## config.mk

```make
export PLATFORM = sky130hd
export DESIGN_NAME = hetero_link
export DESIGN_NICKNAME = d
export VERILOG_FILES = /design/src/rtl/hl_pkg.sv /design/src/rtl/hl_steer.sv /design/src/rtl/hl_lane.sv /design/src/rtl/hetero_link.sv
export SDC_FILE = /design/constraint.sdc
export NUM_CORES = 1
export LEC_CHECK = 0
export ABC_AREA = 1
export BUFFER_PORTS_ARGS = -buffer_cell sky130_fd_sc_hd__buf_2
export CAP_MARGIN = 20
export CELL_PAD_IN_SITES_DETAIL_PLACEMENT = 1
export CELL_PAD_IN_SITES_GLOBAL_PLACEMENT = 2
export CORE_ASPECT_RATIO = 0.8
export CORE_MARGIN = 1
export CORE_UTILIZATION = 41
export DETAILED_ROUTE_END_ITERATION = 10
export MAX_ROUTING_LAYER = met4
export PLACE_DENSITY_LB_ADDON = 0.1
export SLEW_MARGIN = 15
export SYNTH_ARGS = -nofsm -noshare
export SYNTH_HDL_FRONTEND = slang
export SYNTH_SLANG_ARGS = --single-unit
```

## constraint.sdc

```tcl
create_clock -name clk -period 9.6 [get_ports clk]
set_input_delay 0.48 -clock clk [delete_from_list [all_inputs] [get_ports clk]]
set_output_delay 0.48 -clock clk [all_outputs]
set_load 0.005 [all_outputs]
```

## src/rtl/hl_pkg.sv

```systemverilog
package hl_pkg;
  localparam int DATA_W   = 64;
  localparam int TAG_W    = 8;
  localparam int NARROW_W = 10;

  typedef enum logic [1:0] {
    MC_PLAIN  = 2'd0,
    MC_RDYOP  = 2'd1,
    MC_STORE  = 2'd2,
    MC_NARROW = 2'd3
  } msg_class_e;
endpackage

```

## src/rtl/hl_steer.sv

```systemverilog
module hl_steer
  import hl_pkg::*;
(
  input  logic       clk,
  input  logic       rst_n,
  input  logic       req_valid,
  input  logic [1:0] req_class,
  input  logic       room_base,
  input  logic       room_fast,
  input  logic       room_lp,
  output logic       req_ready,
  output logic       go_base,
  output logic       go_fast,
  output logic       go_lp
);
  msg_class_e cls;
  logic want_lp, want_fast, pref_ok;

  always_comb begin
    cls       = msg_class_e'(req_class);
    want_lp   = (cls == MC_RDYOP) || (cls == MC_STORE);
    want_fast = (cls == MC_NARROW);
    pref_ok   = (want_lp && room_lp) || (want_fast && room_fast);
    req_ready = pref_ok || room_base;
    go_lp     = req_valid && want_lp && room_lp;
    go_fast   = req_valid && want_fast && room_fast;
    go_base   = req_valid && !pref_ok && room_base;
  end


  one_route_chk: assert property (@(posedge clk) disable iff (!rst_n)
    $onehot0({go_base, go_fast, go_lp}));


  spill_chk: assert property (@(posedge clk) disable iff (!rst_n)
    (req_valid && want_lp && !room_lp && room_base) |-> go_base);
endmodule

```

## src/rtl/hl_lane.sv

```systemverilog
module hl_lane #(
  parameter int DW     = 64,
  parameter int TW     = 8,
  parameter int LAT_XB = 2,
  parameter int LAT_RG = 4,
  parameter int CAP    = 2
) (
  input  logic          clk,
  input  logic          rst_n,
  input  logic          ring_q,
  input  logic          push,
  input  logic [TW-1:0] push_tag,
  input  logic [DW-1:0] push_data,
  output logic          has_room,
  output logic          out_valid,
  output logic [TW-1:0] out_tag,
  output logic [DW-1:0] out_data
);
  localparam int DEPTH = (LAT_XB > LAT_RG) ? LAT_XB : LAT_RG;
  localparam int CW    = $clog2(DEPTH + 2);

  logic [DEPTH:0] vld;
  logic [TW-1:0]  tg [DEPTH+1];
  logic [DW-1:0]  dt [DEPTH+1];
  logic [CW-1:0]  occ;
  int             ins;

  always_comb begin
    ins      = ring_q ? (LAT_RG - 1) : (LAT_XB - 1);
    has_room = (int'(occ) - int'(vld[0])) < CAP;
  end

  always_ff @(posedge clk) begin
    if (!rst_n) begin
      vld <= '0;
      occ <= '0;
    end else begin
      for (int i = 0; i < DEPTH; i++) begin
        if (i == ins) begin
          vld[i] <= push;
          tg[i]  <= push_tag;
          dt[i]  <= push_data;
        end else begin
          vld[i] <= vld[i+1];
          tg[i]  <= tg[i+1];
          dt[i]  <= dt[i+1];
        end
      end
      vld[DEPTH] <= 1'b0;
      tg[DEPTH]  <= '0;
      dt[DEPTH]  <= '0;
      occ <= CW'(int'(occ) + int'(push) - int'(vld[0]));
    end
  end

  assign out_valid = vld[0];
  assign out_tag   = tg[0];
  assign out_data  = dt[0];


  occ_cap_chk: assert property (@(posedge clk) disable iff (!rst_n)
    int'(occ) <= CAP);


  occ_track_chk: assert property (@(posedge clk) disable iff (!rst_n)
    int'(occ) == $countones(vld));


  push_room_chk: assert property (@(posedge clk) disable iff (!rst_n)
    push |-> has_room);
endmodule

```

## src/rtl/hetero_link.sv

```systemverilog
module hetero_link
  import hl_pkg::*;
#(
  parameter int CAP_BASE = 2,
  parameter int CAP_FAST = 1,
  parameter int CAP_LP   = 2,
  parameter int LB_XB = 2, parameter int LB_RG = 4,
  parameter int LF_XB = 1, parameter int LF_RG = 2,
  parameter int LL_XB = 3, parameter int LL_RG = 6
) (
  input  logic                clk,
  input  logic                rst_n,
  input  logic                ring_mode,
  input  logic                in_valid,
  output logic                in_ready,
  input  logic [1:0]          in_class,
  input  logic [TAG_W-1:0]    in_tag,
  input  logic [DATA_W-1:0]   in_data,
  output logic                base_valid,
  output logic [TAG_W-1:0]    base_tag,
  output logic [DATA_W-1:0]   base_data,
  output logic                fast_valid,
  output logic [TAG_W-1:0]    fast_tag,
  output logic [NARROW_W-1:0] fast_data,
  output logic                lp_valid,
  output logic [TAG_W-1:0]    lp_tag,
  output logic [DATA_W-1:0]   lp_data
);
  logic mode_q;
  logic room_b, room_f, room_l;
  logic go_b, go_f, go_l;

  always_ff @(posedge clk) begin
    if (!rst_n) mode_q <= ring_mode;
  end

  hl_steer u_steer (
    .clk(clk), .rst_n(rst_n), .req_valid(in_valid), .req_class(in_class),
    .room_base(room_b), .room_fast(room_f), .room_lp(room_l),
    .req_ready(in_ready), .go_base(go_b), .go_fast(go_f), .go_lp(go_l)
  );

  hl_lane #(.DW(DATA_W), .TW(TAG_W), .LAT_XB(LB_XB), .LAT_RG(LB_RG), .CAP(CAP_BASE)) u_base (
    .clk(clk), .rst_n(rst_n), .ring_q(mode_q), .push(go_b), .push_tag(in_tag),
    .push_data(in_data), .has_room(room_b), .out_valid(base_valid),
    .out_tag(base_tag), .out_data(base_data)
  );

  hl_lane #(.DW(NARROW_W), .TW(TAG_W), .LAT_XB(LF_XB), .LAT_RG(LF_RG), .CAP(CAP_FAST)) u_fast (
    .clk(clk), .rst_n(rst_n), .ring_q(mode_q), .push(go_f), .push_tag(in_tag),
    .push_data(in_data[NARROW_W-1:0]), .has_room(room_f), .out_valid(fast_valid),
    .out_tag(fast_tag), .out_data(fast_data)
  );

  hl_lane #(.DW(DATA_W), .TW(TAG_W), .LAT_XB(LL_XB), .LAT_RG(LL_RG), .CAP(CAP_LP)) u_lp (
    .clk(clk), .rst_n(rst_n), .ring_q(mode_q), .push(go_l), .push_tag(in_tag),
    .push_data(in_data), .has_room(room_l), .out_valid(lp_valid),
    .out_tag(lp_tag), .out_data(lp_data)
  );


  mode_hold_chk: assert property (@(posedge clk) disable iff (!rst_n)
    $past(rst_n) |-> $stable(mode_q));


  stall_cause_chk: assert property (@(posedge clk) disable iff (!rst_n)
    !in_ready |-> !room_b);


  narrow_fast_chk: assert property (@(posedge clk) disable iff (!rst_n)
    (in_valid && in_class == 2'd3 && room_f) |-> go_f);
endmodule

```

# ---- Word-level counts from Yosys, hierarchy flattened
# Memory sizes are Yosys's and may differ from the RTL's.
# Index checks and enable logic that the tools add are counted.
dict set report totals {
  out_inout_bits 166
  ff_bits 24
  n_memories 6
  ram_bits 918
}
# memory depth width read_ports rd_clocked_by_memory_dff write_ports line
set memory_table {}
lappend memory_table {u_lp.dt 7 64 7 0 7 hl_lane.sv:24} ;# logic [DW-1:0] dt [DEPTH+1];
lappend memory_table {u_base.dt 5 64 5 0 5 hl_lane.sv:24}
lappend memory_table {u_lp.tg 7 8 7 0 7 hl_lane.sv:23} ;# logic [TW-1:0] tg [DEPTH+1];
lappend memory_table {u_base.tg 5 8 5 0 5 hl_lane.sv:23}
lappend memory_table {u_fast.dt 3 10 3 0 3 hl_lane.sv:24}
lappend memory_table {u_fast.tg 3 8 3 0 3 hl_lane.sv:23}
dict set report classes {
  n_reduce_logical 15
  n_mux 112
  add_sub_neg 9
  eq_ne 12
  order_cmp 3
  bitwise 24
}
# cell count
set ops {}
lappend ops {{two-way mux 64 bit} 10}
lappend ops {{equality test 3 x 32 -> 1 bit (first input constant)} 4}
lappend ops {{equality test 2 x 32 -> 1 bit (first input constant)} 3}
lappend ops {{logical NOT 32 bit} 3}
lappend ops {{two-way mux 8 bit} 12}
lappend ops {{two-way mux 1 bit} 86}
lappend ops {{equality test 4 x 32 -> 1 bit (first input constant)} 2}
lappend ops {{< comparator 32 x 3 -> 1 bit (second input constant)} 2}
lappend ops {{< comparator 32 x 2 -> 1 bit (second input constant)} 1}
lappend ops {{OR 1 bit} 24}
lappend ops {{two-way mux 10 bit} 2}
lappend ops {{logical AND 1 bit} 8}
lappend ops {{subtractor 3 x 1 -> 4 bit} 2}
lappend ops {{adder 3 x 1 -> 3 bit} 2}
lappend ops {{subtractor 3 x 2 -> 3 bit} 2}
lappend ops {{equality test 2 bit (second input constant)} 2}
lappend ops {{logical OR 1 bit} 3}
lappend ops {{two-way mux 3 bit} 1}
lappend ops {{subtractor 2 x 1 -> 3 bit} 1}
lappend ops {{adder 2 x 1 -> 2 bit} 1}
lappend ops {{equality test 2 x 1 -> 1 bit (second input constant)} 1}
lappend ops {{two-way mux 2 bit} 1}
lappend ops {{subtractor 2 bit} 1}
lappend ops {{logical NOT 1 bit} 1}

# ---- Depth between registers and ports, before layout
dict set report depth {
  ltp_word 9
  depth_mapped 17
  mapped_depth_nobuf 17
}

# ---- Modules after synthesis
# Synthesis repeated with hierarchy kept, for this count alone.
dict set report hier_totals {
  cells_unflattened 1936
  area_unflattened_um2 28950.3
}
# module n_inst cells_per_inst area_per_inst_um2 seq_area_each_um2
set by_module_without_submodules {}
lappend by_module_without_submodules {{hl_lane (u_lp)} 1 1028 16010.4 13152.6}
lappend by_module_without_submodules {{hl_lane (u_base)} 1 717 11020.6 8788.4}
lappend by_module_without_submodules {{hl_lane (u_fast)} 1 179 1825.5 1161.1}
lappend by_module_without_submodules {hl_steer 1 10 60.1 0.0}
lappend by_module_without_submodules {hetero_link 1 2 33.8 30.0}

# ---- Worst setup path after synthesis
# OpenSTA, ideal clock, no wires.
dict set report synth_path {
  path_type {input port to flip-flop}
  start {input rst_n}
  end {memory u_base.dt[1][36] (netlist: u_base.dt[0][100]) (enable)}
  t_arrival_ns 6.968
  stages 2
  setup_time_ns 0.682
  required_time_ns 8.918
  slack_ns 1.951
  n_path_buf 2
  path_cell_list {buf_4 > clkbuf_1}
}
# item line
set synth_rtl {}
lappend synth_rtl {{start, declared} hetero_link.sv:12} ;# input logic rst_n,
lappend synth_rtl {{end, declared} hl_lane.sv:24}

==> impl_metrics.py <==
metrics = {
    "run_status": {
        "outcome": "finished clean",
    },
    "sta": {
        "timing.final.crit_share": 0.276,
        "skew_ns": 0.00905,
        "setup_viol": 0,
        "setup_tns_ns": 0,
        "fin_hold_ws_ns": 0.0800,
        "period_needed_ns": 2.65,
        "rsz0062_at_grt": "no",
        "relSlewSlack": 0.319,
        "worstMarginPinSlew_ns": 1.02,
        "finalHoldViolCount": 0,
        "fin_ws_ns": 6.95,
        "slew_violations": 0,
        "fmax_mhz": 378,
    },
    "logic_synthesis": {
        "syn-mean-instance-area_um2": 14.7,
        "ys_types": 21,
        "synthesis.area_um2": 22300,
        "synth-seq-cells": 615,
        "synthTopCellsByArea": "edfxtp_1 (80%), nand2_1 (8.3%), buf_4 (3.1%), dfxtp_1 (1.8%), inv_1 (1.7%)",
        "synthCells": 1523,
        "yosysTopAreaCellShare": 0.800,
        "ys_seq_area_frac": 0.817,
        "synth_nets": 1618,
        "yosysTopAreaCell": "edfxtp_1",
        "ys_warn_count": 0,
    },
    "floorplan": {
        "dieArea_um2": 55400,
        "io_pins": 244,
        "fp.dieW_um": 263,
        "coreArea_um2": 53800,
        "rows": 76,
        "initial_utilization": 0.415,
        "die_h_um": 211,
    },
    "routing": {
        "drc": 0,
        "first_iter_violations": 867,
        "wl_mm": 42.2,
        "wl_per_cell_um": 17.1,
        "drtPass1Iterations": 4,
        "vias": 11400,
        "via_per_inst": 4.63,
        "drtAntennaViolNets": 0,
    },
    "flow_run": {
        "drv_cap": 0,
    },
    "min_path": {
        "worstHoldPathType": "input pin to flip-flop",
    },
    "clock_tree": {
        "cts_resized": 0,
        "cts_buffers": 60,
        "cts_setup_buffers": 0,
        "hold_buffers": 0,
        "root_buffer": "clkbuf_16",
        "cts.htree.levels": 2,
        "cts_tree": "done",
        "cts_buffer_depth": 3,
        "clkTransAtPathRegs_ns": 0.06,
        "clock-sinks": 615,
        "clock_latency_ns": 0.59,
    },
    "power_and_ir_drop": {
        "comb_power_share": 0.055,
        "power_density_nw_per_um2": 224,
        "total_leakage_power_nw": 10.2,
        "intPower_mw": 4.48,
        "netSwitchingPower_mw": 1.23,
        "power_frac_seq": 0.565,
        "power_mw": 5.71,
        "swShare": 0.215,
        "ir_drop_v": 0.000119,
        "clkPwrFrac": 0.379,
    },
    "setup_path": {
        "cp.arrival_ns": 2.96,
        "crit_required_ns": 9.91,
        "endpoint_kind": "flip-flop",
        "critPathMaxFanout": 193,
        "criticalPathCategory": "input pin to flip-flop",
        "startpoint_type": "input pin",
    },
    "layout": {
        "area_growth_pct": 14.1,
        "n_fill_cell": 5415,
        "nNetsFinal": 1810,
        "drive_gt1_frac": 0.188,
    },
    "global_route": {
        "grt_pass1_wl_mm": 65.2,
        "grt_max_degree": 194,
        "grtUsageTotal": 0.157,
        "antenna_found_initial": 4,
        "gr-total-overflow": 0,
        "first_global_vias": 11600,
    },
    "place": {
        "globalplace.congestion": 0.712,
        "place_ws_ns": 6.29,
        "hpwl_mm": 25.3,
        "portBuffers": 243,
    },
}
[layer usage]
metal | GRT usage | routed length (µm) | vias to the layer above | share of wire
li1 | - | - | 5516 | -
met1 | 0.211 | 19700 | 5638 | 0.47
met2 | 0.238 | 19500 | 210 | 0.46
met3 | 0.0349 | 2120 | 61 | 0.050
met4 | 0.0468 | 811 | 0 | 0.019
met5 | - | 0 | - | 0
[worst max-delay path, cell delays in order]
cell and delay [ns]:
buf_8 0.41, buf_4 0.88, buf_12 0.71, o21ai_0 0.20
[stage by stage]
stage                     area, µm²  cells  utilization
after floorplan               22300   1523            -
after global placement        23700   2355        0.441
after detailed placement      23700   2355        0.441
after CTS                     25500   2461        0.474
after global routing          25500   2465        0.474
final                         25500   2465        0.474
[kinds of logic (layout without fill, tap and decap cells)]
family / Yosys count / count (layout) / synth area share
adders and majority gates: 17 / 17 / 0.0102
other: 0 / 4 / 0
xor gates and xnor gates: 3 / 3 / 0.00118
DFF: 615 / 615 / 0.817
buffers and inverters: 228 / 464 / 0.0552
and+or+nand+nor: 582 / 582 / 0.0984
AOI/OAI and AO/OA: 78 / 78 / 0.0176
[placed cells by master (no fill, tap or decap), types with 4 or more instances in the layout]
| cell type | instances |
|---|---|
| clkbuf_1 | 21 |
| clkinv_2 | 7 |
| clkbuf_16 | 61 |
| ha_1 | 15 |
| clkinv_1 | 13 |
| o21ai_0 | 73 |
| edfxtp_1 | 595 |
| nand2_1 | 495 |
| nand3_1 | 5 |
| nor2_1 | 78 |
| dfxtp_1 | 20 |
| buf_2 | 242 |
| inv_1 | 101 |
| buf_4 | 9 |
| diode_2 | 4 |
[cells in the mapped netlist, drive strengths merged]
master / instances
a21o: 1
a21oi: 2
buf: 113
clkbuf: 11
dfxtp: 20
edfxtp: 595
fa: 2
ha: 15
inv: 104
nand2: 496
nand3: 5
nand4: 2
nor2: 79
o21ai: 75
xnor2: 2
xor2: 1
[power by group through the flow]
stage	Clock (mW)	Combinational [mW]	Sequential [mW]
2_1_floorplan	0	0.192	3.27
3_3_place_gp	0	0.316	3.28
3_5_place_dp	0	0.327	3.29
4_1_cts	2.25	0.328	3.23
5_1_grt	2.34	0.366	3.25
6_report	2.17	0.316	3.23
[layout make-up]
| cell class | count | area (µm²) | share of cell area |
|---|---|---|---|
| Sequential cell | 615 | 18300 | 0.716 |
| Inverter | 104 | 395 | 0.0155 |
| Timing Repair Buffer | 254 | 1330 | 0.0523 |
| Clock inverter | 24 | 159 | 0.00623 |
| Tap cell | 702 | 878 | 0.0344 |
| Antenna cell | 4 | 10.0 | 0.000392 |
| Multi-Input combinational cell | 680 | 2860 | 0.112 |
| Clock buffer | 82 | 1610 | 0.0629 |
[state kept, by name, summed over array words and instances, names as in the netlist]
register	flops
u_lp.tg	40
u_base.dt	191
u_fast.dt	10
u_lp.occ	3
u_base.vld	4
u_fast.tg	15
u_lp.vld	6
u_base.tg	17
u_lp.dt	321
u_fast.occ	2
u_base.occ	3
mode_q	1
u_fast.vld	2
[path summary, 6_finish.rpt]
check / depth (start not counted) / to / from / slack [ns]
worst min-delay path: 1 / mode_q / ring_mode / 0.08
worst max register to register: 5 / u_base.dt[0][83] / mode_q / 6.95
worst min register to register: 0 / u_lp.dt[4][37] / u_base.dt[0][229] / 0.42
worst max-delay path: 4 / u_lp.dt[0][3] / rst_n / 6.95
Note: power is estimated with default switching activity, not from simulation.
